$ cat src/rtl/ser_iq_pkg.sv
package ser_iq_pkg;

    // Word length in bits for a 2-bit size code: 0->8, 1->16, 2->24, 3->32.
    function automatic logic [6:0] word_bits(input logic [1:0] code);
        word_bits = {2'b00, code, 3'b000} + 7'd8;
    endfunction

    // Uninverted framing lines before polarity is applied.
    typedef struct packed {
        logic clk_hi;
        logic sync;
        logic ready;
    } raw_lines_t;

endpackage

$ cat src/rtl/ser_pair_buf.sv
module ser_pair_buf #(
    parameter int DW = 32
) (
    input  logic          clk,
    input  logic          rst_n,
    input  logic          in_valid,
    input  logic [DW-1:0] in_i,
    input  logic [DW-1:0] in_q,
    input  logic          take,
    output logic          full,
    output logic [DW-1:0] hold_i,
    output logic [DW-1:0] hold_q,
    output logic          ovf
);

    typedef struct packed {
        logic          full;
        logic [DW-1:0] i;
        logic [DW-1:0] q;
        logic          ovf;
    } buf_st_t;

    buf_st_t st_d, st_q;

    always_comb begin
        st_d = st_q;
        if (in_valid) begin
            // The slot is free, or it is being drained in this very cycle.
            if (!st_q.full || take) begin
                st_d.full = 1'b1;
                st_d.i    = in_i;
                st_d.q    = in_q;
            end else begin
                st_d.ovf  = 1'b1;
            end
        end else if (take) begin
            st_d.full = 1'b0;
        end
    end

    always_ff @(posedge clk or negedge rst_n) begin
        if (!rst_n) begin
            st_q <= '0;
        end else begin
            st_q <= st_d;
        end
    end

    assign full   = st_q.full;
    assign hold_i = st_q.i;
    assign hold_q = st_q.q;
    assign ovf    = st_q.ovf;

endmodule

$ cat src/rtl/ser_bitclk_gen.sv
module ser_bitclk_gen #(
    parameter int DIV_W = 8
) (
    input  logic             clk,
    input  logic             rst_n,
    input  logic             start,
    input  logic             run,
    input  logic [DIV_W-1:0] div_in,
    output logic             half,
    output logic             bit_tick
);

    typedef struct packed {
        logic [DIV_W-1:0] cnt;
        logic [DIV_W-1:0] lim;
        logic             half;
    } clk_st_t;

    clk_st_t st_d, st_q;
    logic    at_lim;

    assign at_lim = (st_q.cnt == st_q.lim);

    always_comb begin
        st_d = st_q;
        if (start) begin
            st_d.cnt  = '0;
            st_d.half = 1'b0;
            st_d.lim  = div_in;
        end else if (run) begin
            if (at_lim) begin
                st_d.cnt  = '0;
                st_d.half = ~st_q.half;
            end else begin
                st_d.cnt  = st_q.cnt + 1'b1;
            end
        end else begin
            st_d.cnt  = '0;
            st_d.half = 1'b0;
        end
    end

    always_ff @(posedge clk or negedge rst_n) begin
        if (!rst_n) begin
            st_q <= '0;
        end else begin
            st_q <= st_d;
        end
    end

    assign half     = st_q.half;
    assign bit_tick = run && st_q.half && at_lim;

endmodule

$ cat src/rtl/ser_frame_shifter.sv
module ser_frame_shifter
    import ser_iq_pkg::*;
#(
    parameter int DW = 32
) (
    input  logic          clk,
    input  logic          rst_n,
    input  logic          take,
    input  logic [DW-1:0] ld_i,
    input  logic [DW-1:0] ld_q,
    input  logic [1:0]    wsel,
    input  logic          pack_in,
    input  logic          bit_tick,
    input  logic          half,
    output logic          active,
    output logic          last,
    output logic          pk,
    output logic          sd_raw,
    output raw_lines_t    lines
);

    localparam int SRW = 2 * DW;
    localparam int CW  = $clog2(SRW + 1);

    typedef struct packed {
        logic           active;
        logic           pk;
        logic [CW-1:0]  w;
        logic [CW-1:0]  cnt;
        logic [SRW-1:0] sr;
    } sh_st_t;

    sh_st_t         st_d, st_q;
    logic [CW-1:0]  wb_ld;
    logic [CW-1:0]  last_idx;
    logic [SRW-1:0] ext_i, ext_q, joined;

    assign wb_ld    = CW'(word_bits(wsel));
    assign last_idx = (st_q.w << 1) - 1'b1;
    assign last     = st_q.active && bit_tick && (st_q.cnt == last_idx);

    // Keep the low W bits of each word, put I above Q, then left-align.
    always_comb begin
        ext_i = '0;
        ext_q = '0;
        for (int b = 0; b < DW; b++) begin
            ext_i[b] = ld_i[b] & (b < int'(wb_ld));
            ext_q[b] = ld_q[b] & (b < int'(wb_ld));
        end
        joined = ((ext_i << wb_ld) | ext_q) << (SRW - 2 * int'(wb_ld));
    end

    always_comb begin
        st_d = st_q;
        if (take) begin
            st_d.active = 1'b1;
            st_d.pk     = pack_in;
            st_d.w      = wb_ld;
            st_d.cnt    = '0;
            st_d.sr     = joined;
        end else if (last) begin
            st_d.active = 1'b0;
            st_d.cnt    = '0;
            st_d.sr     = '0;
        end else if (st_q.active && bit_tick) begin
            st_d.cnt    = st_q.cnt + 1'b1;
            st_d.sr     = st_q.sr << 1;
        end
    end

    always_ff @(posedge clk or negedge rst_n) begin
        if (!rst_n) begin
            st_q <= '0;
        end else begin
            st_q <= st_d;
        end
    end

    assign active       = st_q.active;
    assign pk           = st_q.pk;
    assign sd_raw       = st_q.sr[SRW-1];
    assign lines.clk_hi = st_q.active && half;
    assign lines.ready  = st_q.active && (st_q.cnt < st_q.w);
    assign lines.sync   = st_q.active &&
                          ((st_q.cnt == '0) || (!st_q.pk && (st_q.cnt == st_q.w)));

endmodule

$ cat src/rtl/ser_iq_out.sv
module ser_iq_out
    import ser_iq_pkg::*;
#(
    parameter int DW    = 32,
    parameter int DIV_W = 8
) (
    input  logic             clk,
    input  logic             rst_n,
    input  logic             in_valid,
    input  logic [DW-1:0]    in_i,
    input  logic [DW-1:0]    in_q,
    input  logic [1:0]       wsel,
    input  logic             pack_mode,
    input  logic [DIV_W-1:0] div_half,
    input  logic             sclk_pol,
    input  logic             sync_pol,
    input  logic             rdy_pol,
    output logic             sclk,
    output logic             sfs,
    output logic             sdata,
    output logic             rdy,
    output logic             ovf
);

    logic          full_w, take_w, busy_w, last_w, pk_w;
    logic          half_w, tick_w, sd_w;
    logic [DW-1:0] hold_i_w, hold_q_w;
    raw_lines_t    lines_w;

    // A held pair starts when idle or right on the last bit tick.
    assign take_w = full_w && (!busy_w || last_w);

    ser_pair_buf #(.DW(DW)) u_buf (
        .clk      (clk),
        .rst_n    (rst_n),
        .in_valid (in_valid),
        .in_i     (in_i),
        .in_q     (in_q),
        .take     (take_w),
        .full     (full_w),
        .hold_i   (hold_i_w),
        .hold_q   (hold_q_w),
        .ovf      (ovf)
    );

    ser_bitclk_gen #(.DIV_W(DIV_W)) u_clk (
        .clk      (clk),
        .rst_n    (rst_n),
        .start    (take_w),
        .run      (busy_w),
        .div_in   (div_half),
        .half     (half_w),
        .bit_tick (tick_w)
    );

    ser_frame_shifter #(.DW(DW)) u_sh (
        .clk      (clk),
        .rst_n    (rst_n),
        .take     (take_w),
        .ld_i     (hold_i_w),
        .ld_q     (hold_q_w),
        .wsel     (wsel),
        .pack_in  (pack_mode),
        .bit_tick (tick_w),
        .half     (half_w),
        .active   (busy_w),
        .last     (last_w),
        .pk       (pk_w),
        .sd_raw   (sd_w),
        .lines    (lines_w)
    );

    assign sclk  = lines_w.clk_hi ^ sclk_pol;
    assign sfs   = lines_w.sync   ^ sync_pol;
    assign rdy   = lines_w.ready  ^ rdy_pol;
    assign sdata = sd_w;

endmodule

$ cat config.mk
export PLATFORM = sky130hd
export DESIGN_NAME = ser_iq_out
export DESIGN_NICKNAME = d
export VERILOG_FILES = /design/src/rtl/ser_iq_pkg.sv /design/src/rtl/ser_pair_buf.sv /design/src/rtl/ser_bitclk_gen.sv /design/src/rtl/ser_frame_shifter.sv /design/src/rtl/ser_iq_out.sv
export SDC_FILE = /design/constraint.sdc
export NUM_CORES = 1
export LEC_CHECK = 0
export ABC_CLOCK_PERIOD_IN_PS = 3100
export BUFFER_PORTS_ARGS = -buffer_cell sky130_fd_sc_hd__buf_2
export CORE_MARGIN = 2
export CORE_UTILIZATION = 62
export CTS_BUF_LIST = sky130_fd_sc_hd__clkbuf_2
export DETAILED_ROUTE_END_ITERATION = 8
export PLACE_DENSITY = 0.9
export SLEW_MARGIN = 15
export SYNTH_ARGS = -nofsm -noshare
export SYNTH_HDL_FRONTEND = slang
export SYNTH_HIERARCHICAL = 1
export SYNTH_SLANG_ARGS = --single-unit
$ cat constraint.sdc
create_clock -name clk -period 3.1 [get_ports clk]
set_input_delay 0.62 -clock clk [delete_from_list [all_inputs] [get_ports clk]]
set_output_delay 0.62 -clock clk [all_outputs]
set_load 0.005 [all_outputs]
Word level (Yosys, flattened, before mapping). Index checks and enable logic that the tools add are counted.

Register bits: 163. Input bits: 81. Output and inout bits: 5. Word-level logic and storage cells: 162.

Add/subtract/negate cells: 5. Order comparisons: 33. Equality and inequality tests: 5. Shift-type cells: 2. Muxes and demuxes: 14. Bitwise operators: 70. Reductions and logical operators: 21.

Operators with widths (count): $mux W71 (3); $lt A5 B7 Y1 const A (16); $mux W65 (1); $and A1 B1 Y1 (64); $or A64 B32 Y64 (1); $shl A32 B7 Y64 (1); $shl A64 B32 Y64 (1); $lt A4 B7 Y1 const A (8); $lt A3 B7 Y1 const A (4); $mux W8 (3); $eq A7 B7 Y1 (2); $lt A1 B7 Y1 const A (2); $lt A2 B7 Y1 const A (2); $sub A7 B8 Y9 const A (1); $add A8 B1 Y8 const B (1); $eq A8 B8 Y1 (1); $logic_and A1 B1 Y1 (8); $add A7 B1 Y7 const B (1); $logic_not A7 Y1 (1); $lt A7 B7 Y1 (1); $mux W1 (7); $sub A7 B1 Y7 const B (1); $add A5 B4 Y6 const B (1); $reduce_and A2 Y1 (3); other kinds (8) (16).

Logic depth before layout (Yosys ltp). Gate-level depths: netlist of the first run.

Depth in word-level cells: 9. Mapped depth: 13. Gate-level depth less buffers: 12.

Modules after synthesis. The synthesis of the first run kept the hierarchy.

Modules (own cells, without submodules): ser_frame_shifter (instances 1, cells an instance 599, area each 5059.9 um^2); ser_pair_buf (instances 1, cells an instance 141, area each 2705.1 um^2); ser_bitclk_gen (instances 1, cells an instance 66, area each 790.8 um^2); ser_iq_out (instances 1, cells an instance 5, area each 37.5 um^2).

Worst setup path after synthesis of the first run. No wires, ideal clock.

Kind: register to register. Start point: reg u_clk/st_q[11] (netlist name). End point: reg u_sh/st_q[12] (netlist name). Arrival: 2.691 ns. Required time: 2.974 ns. Slack: 0.283 ns. Cell stages (with the launch flop): 12. Path buffers: 2. Clock period less this slack: 2.817 ns. Cell sequence: dfrtp_1 > xnor2_1 > nand4_1 > nor3_1 > nand2_1 > nor2b_1 > inv_1 > a21boi_1 > a21oi_1 > clkbuf_1 > clkbuf_1 > a221o_1.

Cells in the longest elaborated chain, start to end: 7.

RTL lines: start: declaration (RTL line ser_bitclk_gen.sv:19) `clk_st_t st_d, st_q;`; start signal: assignment (RTL line ser_bitclk_gen.sv:47) `st_q <= st_d;`; $eq A8 B8 Y1 (*) (RTL line ser_bitclk_gen.sv:22) `assign at_lim = (st_q.cnt == st_q.lim);`; $logic_and A1 B1 Y1 (*) (RTL line ser_bitclk_gen.sv:52) `assign bit_tick = run && st_q.half && at_lim;`; via tick_w (RTL line ser_iq_out.sv:26) `logic half_w, tick_w, sd_w;`; $logic_and A1 B1 Y1 (*) (2 in series) (RTL line ser_frame_shifter.sv:40) `assign last = st_q.active && bit_tick && (st_q.cnt == last_idx);`; via last_w (RTL line ser_iq_out.sv:25) `logic full_w, take_w, busy_w, last_w, pk_w;`; $logic_or A1 B1 Y1 (*) (RTL line ser_iq_out.sv:31) `assign take_w = full_w && (!busy_w || last_w);`; $logic_and A1 B1 Y1 (*) (RTL line ser_iq_out.sv:31); via take_w (RTL line ser_iq_out.sv:25); $reduce_bool A3 Y1 (no line) or $mux W71 (tied branches); end signal: assignment (RTL line ser_frame_shifter.sv:75) `st_q <= st_d;`; end: declaration (RTL line ser_frame_shifter.sv:33) `sh_st_t st_d, st_q;`.

Mark *: on every way through the listed nets, which the timed path passes. The rest lies on a longest branch. A chain may end at the register's enable or synchronous reset.

Worst setup path after layout of the first run.
Start point: reg u_sh/st_q[74] (netlist name). End point: reg u_sh/st_q[52] (netlist name).

Cells in the longest elaborated chain, start to end: 6.

RTL lines: $sub A7 B1 Y7 (*) (RTL line ser_frame_shifter.sv:39) `assign last_idx = (st_q.w << 1) - 1'b1;`; $eq A7 B7 Y1 (*) (RTL line ser_frame_shifter.sv:40); $logic_and A1 B1 Y1 (*) (RTL line ser_frame_shifter.sv:40); via last_w (RTL line ser_iq_out.sv:25); $logic_or A1 B1 Y1 (*) (RTL line ser_iq_out.sv:31); $logic_and A1 B1 Y1 (*) (RTL line ser_iq_out.sv:31); via take_w (RTL line ser_iq_out.sv:25); $reduce_bool A3 Y1 (no line) or $mux W71 (tied branches).

Marks and branches as above.

==> metrics.yaml, run 1 <==
floorplanning:
  floorplan.initialDensity_pct: 62.6
  dieArea_um2: 14800
  top_level_ports: 86
  die_h_um: 122
  floorplan.core_area_um2: 13700
  row_count: 43
  chipWidth_um: 122
hold_path:
  min-delay-path-class: "in2reg"
timing:
  max_slew.worst_pin.slew_ns: 0.898
  fin_worst_skew_ns: 0.0348
  finalWorstPathRequiredPeriod_ns: 3.04
  fin_tns_setup_ns: 0
  timing.final.crit_share_pct: 98.0
  timing_hold_violations_final: 0
  max_freq_mhz: 329
  slew_headroom_pct: 40.0
  timing.final.max_slew_violations: 0
  setup_violations: 0
  post_route_worst_hold_slack_ns: 0.0646
setup_path:
  max_incr_delay_on_cp_ns: 0.55
  crit_fanout: 33
  slowest_library_cell_on_the_worst_path: "sky130_fd_sc_hd__a2111oi_1"
  timing_worst_setup_path_type: "reg2reg"
  critical_path.endpoint_type: "flip-flop"
  path_common_cell: "sky130_fd_sc_hd__inv_1"
  worstPathCellList: "inv_1, ha_1, xor3_1, nor4_4, nor2b_2, inv_1, a21boi_4, nand2_1, buf_12, a2111oi_1, a221o_1"
  cp_top_family: "compound AO/OA/AOI/OAI gates"
  timing.critical_path.required_ns: 3.81
  start_kind: "flip-flop"
  crit_path_buffers_inverters: 3
  timing.critical_path.arrival_ns: 3.75
cts:
  clock_tree_from_tritoncts: "yes"
  clock-root-buffer: "sky130_fd_sc_hd__clkbuf_2"
  htreeDepth: 4
  cts.sink_count: 159
  clock_latency_ns: 0.77
  clk_path_buf_depth: 2
  cts-buffers-inserted: 17
  clkTransAtPathRegs_ns: 0.24
global_route:
  grt_start_max_net_pins: 62
  global_route.usage.total_pct: 34.5
  grt_antenna_before_repair: 1
  via_count_of_the_first_global_routing_pass: 6942
  gr_ovfl_total: 0
  first_pass_grt_wire_length_mm: 38.4
detailed_routing:
  vias_per_cell: 6.75
  drtAntennaViolNets: 0
  drt_iter0_drc: 1345
  route.vias.total: 7660
  routed_wirelength_mm: 25.7
  detailedRoute.firstPassIterationCount: 7
  drc: 0
  wl_per_cell_um: 22.7
final_layout:
  area_added_between_synthesis_and_finish_pct: 17.9
  final_layout_size_suffix_gt1_share_pct: 27.5
  final_common_cell: "sky130_fd_sc_hd__dfrtp_1"
  layout.nets: 1034
  final_cell_mix: "157 x sky130_fd_sc_hd__dfrtp_1, 84 x sky130_fd_sc_hd__buf_2, 84 x sky130_fd_sc_hd__nand2_1, 67 x sky130_fd_sc_hd__a21oi_1, 60 x sky130_fd_sc_hd__mux2_4"
synthesis:
  synth_compound_area_share_pct: 18.8
  ys_dominant_reg_cell: "sky130_fd_sc_hd__dfrtp_1"
  fraction_of_post_synthesis_cell_area_in_the_top_cell_type_by_area_pct: 46.3
  synth_enable_flop_cells: 0
  synth_adder_area_share_pct: 1.60
  synth_fp_nets: 903
  synth_xor_xnor_area_share_pct: 2.91
  syn_avg_cell_area_um2: 10.6
  synth.area.mux_share_pct: 12.3
  synth_top_area_cell: "sky130_fd_sc_hd__dfrtp_1"
  synth-simple-area-share_pct: 13.5
  async_reset_ff_share_pct: 100
  netlist_instances: 811
  synth_seq_cells: 159
  post_synth_instance_area_um2: 8590
  yosys-top-cells-area: "sky130_fd_sc_hd__dfrtp_1 46%, sky130_fd_sc_hd__mux2_4 10%, sky130_fd_sc_hd__a221o_1 4.5%"
  synth_top_family_by_area: "compound AO/OA/AOI/OAI gates"
  yosysSeqAreaShare_pct: 46.3
  yosys_warning_total: 6
  synthDistinctLibCells: 52
power_and_ir_drop:
  vdd_ir_drop_max_mv: 0.404
  power.density_cell_area_nw_per_um2: 454
  total_leakage_power_nw: 4.74
flow_run:
  cap_violations: 0
place:
  dp_hpwl_mm: 17.8
  gp_congestion: 1.05
  placement.io_buffers: 85
run_status:
  result_of_the_run: "finished, final reports clean"
==> final cells by class <==
type / instances / area, um2
well taps: 180 / 225
multi-input cells: 570 / 4320
clock inverters: 14 / 144
inverters: 22 / 82.6
diodes: 1 / 2.50
repair buffers: 172 / 1280
flip-flops and latches: 159 / 3980
fillers: 919 / 3590
clock buffers: 17 / 85.1
==> cells in the mapped netlist, types with 3 or more instances <==
cell type                   instances
sky130_fd_sc_hd__a31oi_1            7
sky130_fd_sc_hd__nand4_1            4
sky130_fd_sc_hd__a221o_1           39
sky130_fd_sc_hd__nand3_1           56
sky130_fd_sc_hd__a221oi_1           8
sky130_fd_sc_hd__xor2_1            10
sky130_fd_sc_hd__and2_1             5
sky130_fd_sc_hd__nand2_1           84
sky130_fd_sc_hd__buf_2             14
sky130_fd_sc_hd__buf_6              8
sky130_fd_sc_hd__clkbuf_1          30
sky130_fd_sc_hd__a2111oi_1          8
sky130_fd_sc_hd__nor2_1            27
sky130_fd_sc_hd__a22oi_1           27
sky130_fd_sc_hd__a21oi_1           68
sky130_fd_sc_hd__a311oi_1          17
sky130_fd_sc_hd__mux2_4            60
sky130_fd_sc_hd__dfrtp_1          159
sky130_fd_sc_hd__nor3_1            19
sky130_fd_sc_hd__ha_1              11
sky130_fd_sc_hd__nor2b_1            9
sky130_fd_sc_hd__xnor2_1           14
sky130_fd_sc_hd__a211oi_1           3
sky130_fd_sc_hd__nand2b_1          11
sky130_fd_sc_hd__a32oi_1           13
sky130_fd_sc_hd__o21ai_0           24
sky130_fd_sc_hd__inv_1             20
sky130_fd_sc_hd__buf_1              7
sky130_fd_sc_hd__mux2_2            13
==> flip-flops by register name, indices dropped and copies added, names as in the netlist <==
name / flops
u_buf/ovf: 1
u_clk/half: 1
u_clk/st_q: 16
u_sh/active: 1
u_buf/hold_i: 32
u_buf/full: 1
u_sh/pk: 1
u_sh/sd_raw: 1
u_buf/hold_q: 32
u_sh/st_q: 73
==> layer usage <==
metal	up-vias	global-route usage (%)	wire, um
met5	-	0	0
met4	0	15.9	1110
met3	117	10.0	3160
met2	628	49.3	11300
met1	3631	48.9	10100
li1	3284	-	-
==> kinds of logic after synthesis <==
| family | count (synthesis) |
|---|---|
| multiplexers | 74 |
| XOR/XNOR | 26 |
| adder cells (fa/ha/maj) | 11 |
| flip-flops | 159 |
| AO/OA/AOI/OAI | 225 |
| buffers and inverters | 82 |
| AND/OR/NAND/NOR | 234 |
==> worst paths after layout <==
kind | start | end | slack, ns | cells past startpoint
min in group asynchronous | rst_n | u_sh/st_q[18] | 0.23 | 2
max in group asynchronous | rst_n | u_clk/st_q[14] | 2.09 | 3
hold reg to reg | u_sh/st_q[0] | u_sh/st_q[0] | 0.51 | 2
hold / removal | in_q[16] | u_buf/hold_q[16] | 0.06 | 2
setup / recovery | u_sh/st_q[74] | u_sh/st_q[52] | 0.06 | 11
setup reg to reg | u_sh/st_q[74] | u_sh/st_q[52] | 0.06 | 11
==> repair_timing <==
item / in CTS / in global routing
hold buffers: 9 / 36
resized for setup: 3 / 13
hold endpoints to repair: 85 / 36
endpoints found under the setup margin: 2 / 111
pin swaps: 0 / 4
setup buffers: 0 / 2
==> per-stage QoR <==
stage | total power [mW] | utilization [%] | std cells | cell area (um2) | setup WS (ns)
final | 4.60 | 73.8 | 1135 | 10100 | 0.0610
after global routing | 4.78 | 73.8 | 1135 | 10100 | -0.0106
after global placement | 3.35 | 68.2 | 1056 | 9360 | 0.203
after floorplan | 3.04 | - | 811 | 8590 | 0.283
after detailed placement | 3.41 | 68.2 | 1056 | 9360 | 0.0319
after CTS | 4.51 | 70.6 | 1096 | 9690 | 0.0193
==> power breakdown <==
group | internal, mW | switching [mW]
registers | 2.27 | 0.265
logic | 0.456 | 0.481
clock network | 0.361 | 0.762
total | 3.09 | 1.51
==> worst register-to-register path, stage by stage, from the launching register on <==
cell and delay [ns]:
sky130_fd_sc_hd__dfrtp_1 0.46, sky130_fd_sc_hd__inv_1 0.10, sky130_fd_sc_hd__ha_1 0.15, sky130_fd_sc_hd__xor3_1 0.44, sky130_fd_sc_hd__nor4_4 0.16, sky130_fd_sc_hd__nor2b_2 0.23
sky130_fd_sc_hd__inv_1 0.09, sky130_fd_sc_hd__a21boi_4 0.26, sky130_fd_sc_hd__nand2_1 0.15, sky130_fd_sc_hd__buf_12 0.20, sky130_fd_sc_hd__a2111oi_1 0.55, sky130_fd_sc_hd__a221o_1 0.20
Note: power is estimated with default switching activity, not from simulation.
==> run 2: changes to the inputs <==
--- a/config.mk
+++ b/config.mk
@@ -5,13 +5,13 @@
 export SDC_FILE = /design/constraint.sdc
 export NUM_CORES = 1
 export LEC_CHECK = 0
-export ABC_CLOCK_PERIOD_IN_PS = 3100
+export ABC_CLOCK_PERIOD_IN_PS = 3700
 export BUFFER_PORTS_ARGS = -buffer_cell sky130_fd_sc_hd__buf_2
 export CORE_MARGIN = 2
-export CORE_UTILIZATION = 62
+export CORE_UTILIZATION = 65
 export CTS_BUF_LIST = sky130_fd_sc_hd__clkbuf_2
 export DETAILED_ROUTE_END_ITERATION = 8
-export PLACE_DENSITY = 0.9
+export PLACE_DENSITY = 0.94
 export SLEW_MARGIN = 15
 export SYNTH_ARGS = -nofsm -noshare
 export SYNTH_HDL_FRONTEND = slang
==> constraint.sdc (replaced) <==
create_clock -name clk -period 3.7 [get_ports clk]
set_input_delay 0.74 -clock clk [delete_from_list [all_inputs] [get_ports clk]]
set_output_delay 0.74 -clock clk [all_outputs]
set_load 0.005 [all_outputs]
==> run 2 against run 1 <==
Cell count shrank 5.8%; global-route usage grew 1.3 points; worst setup slack gained 0.28 ns; cell area shrank 7.3%; largest cell class unchanged; critical endpoint is now u_buf/hold_i[5].
==> metrics.yaml, run 2 (synthesis gave the netlist of run 1 again) <==
run_status:
  result_of_the_run: "finished, final reports clean"
final_layout:
  final_layout_size_suffix_gt1_share_pct: 25.8  # -1.7 points
  largest_reg_flops: 73  # unchanged
  final_common_cell: "sky130_fd_sc_hd__dfrtp_1"
  fin_cells: 1069  # -5.8%
  top_register: "u_sh/st_q"
  num_antenna_cells: 0  # -1
  area_added_between_synthesis_and_finish_pct: 9.25
  layout.nets: 972  # -6.0%
  post_layout_inst_area_um2: 9390  # -7.3%
  num-fill-cells: 920  # +0.11%
  final_cell_mix: "159 x sky130_fd_sc_hd__dfrtp_1, 84 x sky130_fd_sc_hd__buf_2, 84 x sky130_fd_sc_hd__nand2_1, 67 x sky130_fd_sc_hd__a21oi_1, 60 x sky130_fd_sc_hd__mux2_4"
global_route:
  grt_antenna_before_repair: 0  # -1
  first_pass_grt_wire_length_mm: 38.9  # +1.3%
  via_count_of_the_first_global_routing_pass: 7027  # +1.2%
  gr_ovfl_total: 0  # unchanged
  global_route.usage.total_pct: 35.7  # +1.3 points
  grt_start_max_net_pins: 83  # +34%
floorplanning:
  dieArea_um2: 14200  # -4.5%
  chipWidth_um: 119  # -2.3%
  floorplan.initialDensity_pct: 65.7  # +3.0 points
  floorplan.core_area_um2: 13100  # -4.6%
  row_count: 42  # -2.3%
  top_level_ports: 86  # unchanged
  die_h_um: 119  # -2.3%
cts:
  cts_resized: 0  # -3
  cts-buffers-inserted: 17  # unchanged
  clkTransAtPathRegs_ns: 0.22  # -0.02 ns
  cts.sink_count: 159  # unchanged
  clock-root-buffer: "sky130_fd_sc_hd__clkbuf_2"
  clock_latency_ns: 0.76  # about the same
  htreeDepth: 4  # unchanged
  clock_tree_from_tritoncts: "yes"
  clk_path_buf_depth: 2  # unchanged
setup_path:
  slowest_library_cell_on_the_worst_path: "sky130_fd_sc_hd__dfrtp_1"
  timing.rr.end: "u_buf/hold_i[5]"
  worstPathCellList: "inv_1, ha_1, xor3_1, nor4_4, nor2b_1, inv_1, a21boi_2, nand2b_4, nand2_4, buf_12, mux2_4"
  timing.critical_path.required_ns: 4.33  # +0.52 ns
  timing.critical_path.arrival_ns: 4.00  # +0.25 ns
  path_common_cell: "sky130_fd_sc_hd__inv_1"
  max_incr_delay_on_cp_ns: 0.46  # -0.09 ns
  critical_path.endpoint_type: "flip-flop"
  timing_worst_setup_path_type: "reg2reg"
  rrSetupSlack_ns: 0.34  # +0.28 ns
  crit_fanout: 44  # +33%
  start_kind: "flip-flop"
  cp_top_family: "simple AND/OR/NAND/NOR gates"
  ff2ff_path_depth: 11  # unchanged
  crit_path_buffers_inverters: 3  # unchanged
  worst_r2r_startpoint: "u_sh/st_q[74]"
place:
  gp_congestion: 1.01  # -3.9%
  placement.io_buffers: 85  # unchanged
  dp_hpwl_mm: 17.8  # -0.42%
  detailed_place.area_um2: 9170  # -2.0%
  cell_count_after_placement: 1036  # -1.9%
flow_run:
  cap_violations: 0  # unchanged
detailed_routing:
  wl_per_cell_um: 23.0  # +1.4%
  route.vias.total: 7324  # -4.4%
  drc: 0  # unchanged
  vias_per_cell: 6.85  # +1.5%
  drtAntennaViolNets: 0  # unchanged
  drt_iter0_drc: 1143  # -15%
  detailedRoute.firstPassIterationCount: 8  # +1
  routed_wirelength_mm: 24.6  # -4.5%
timing:
  setup_violations: 0  # unchanged
  max_freq_mhz: 297  # -9.7%
  timing.final.crit_share_pct: 90.9  # -7.1 points
  max_slew.worst_pin.slew_ns: 0.954  # +0.0552 ns
  fin_tns_setup_ns: 0  # unchanged
  rsz0062_at_grt: "false"
  finalWorstPathRequiredPeriod_ns: 3.36  # +0.325 ns
  fin_worst_skew_ns: 0.0421  # +0.00729 ns
  timing.final.max_slew_violations: 0  # unchanged
  slew_headroom_pct: 36.4  # -3.5 points
  timing_hold_violations_final: 0  # unchanged
power_and_ir_drop:
  total_leakage_power_nw: 4.42  # -6.9%
  vdd_ir_drop_max_mv: 0.289  # -29%
  power_frac_clock_pct: 23.3  # -1.1 points
  power.sequential.fraction_pct: 57.4  # +2.2 points
  net_sw_share_pct: 33.2  # +0.39 points
  net-switching-power_mw: 1.23  # -18%
  power.density_cell_area_nw_per_um2: 395  # -13%
  internal_power_of_the_cells_mw: 2.48  # -20%
  pwr-share-comb_pct: 19.3  # -1.1 points
hold_path:
  min-delay-path-class: "in2reg"
  timing.hold.worst.start: "in_i[19]"
  hold-path-cell-count: 2  # unchanged
  whs_endpoint: "u_buf/hold_i[19]"
## run 2: area by class of cell
type	instances	area, um2	share of cell area (%)
Multi-Input combinational cell	570	4250	45.3
Sequential cell	159	3980	42.4
Timing Repair Buffer	110	647	6.89
Tap cell	176	220	2.35
Clock inverter	15	123	1.31
Clock buffer	17	85.1	0.906
Inverter	22	82.6	0.880
## run 2: worst max path at each step
stage	start	end	slack (ns)	depth (start not counted)
6_report	u_sh/st_q[74]	u_buf/hold_i[5]	0.34	11
3_5_place_dp	u_sh/st_q[74]	u_buf/hold_q[3]	0.43	11
4_1_cts	u_sh/st_q[74]	u_buf/hold_i[5]	0.38	11
2_1_floorplan	wsel[0]	u_sh/st_q[51]	0.80	11
3_3_place_gp	u_sh/st_q[74]	u_buf/hold_i[7]	0.62	11
5_1_grt	u_clk/st_q[12]	u_buf/hold_i[1]	0.14	12
## run 2: metal layers
layer / GRT usage [%] / routed length, um
met4: 15.4 / 1050
met1: 49.3 / 9680
met5: 0 / 0
met3: 9.67 / 2820
met2: 53.5 / 11000
## run 2: repair_timing
action	in CTS	in global routing
endpoints found under the setup margin	0	0
hold buffers	1	0
setup buffers	0	0
endpoints found under the hold margin	33	0
## run 2: power by group through the flow
| stage | sequential (mW) | combinational, mW | clock [mW] |
|---|---|---|---|
| 2_1_floorplan | 2.06 | 0.490 | 0 |
| 3_3_place_gp | 2.14 | 0.663 | 0 |
| 3_5_place_dp | 2.15 | 0.698 | 0 |
| 4_1_cts | 2.12 | 0.701 | 0.870 |
| 5_1_grt | 2.14 | 0.773 | 0.949 |
| 6_report | 2.13 | 0.717 | 0.865 |
## run 2: stage by stage
stage                     setup slack (ns)  utilization (%)  hold slack [ns]  total power, mW
after floorplan                      0.803                -            0.438             2.55
after global placement               0.625             70.1            0.453             2.80
after detailed placement             0.430             70.1            0.471             2.85
after CTS                            0.377             71.7            0.158             3.69
after global routing                 0.135             71.7            0.122             3.87
final                                0.336             71.7            0.202             3.71
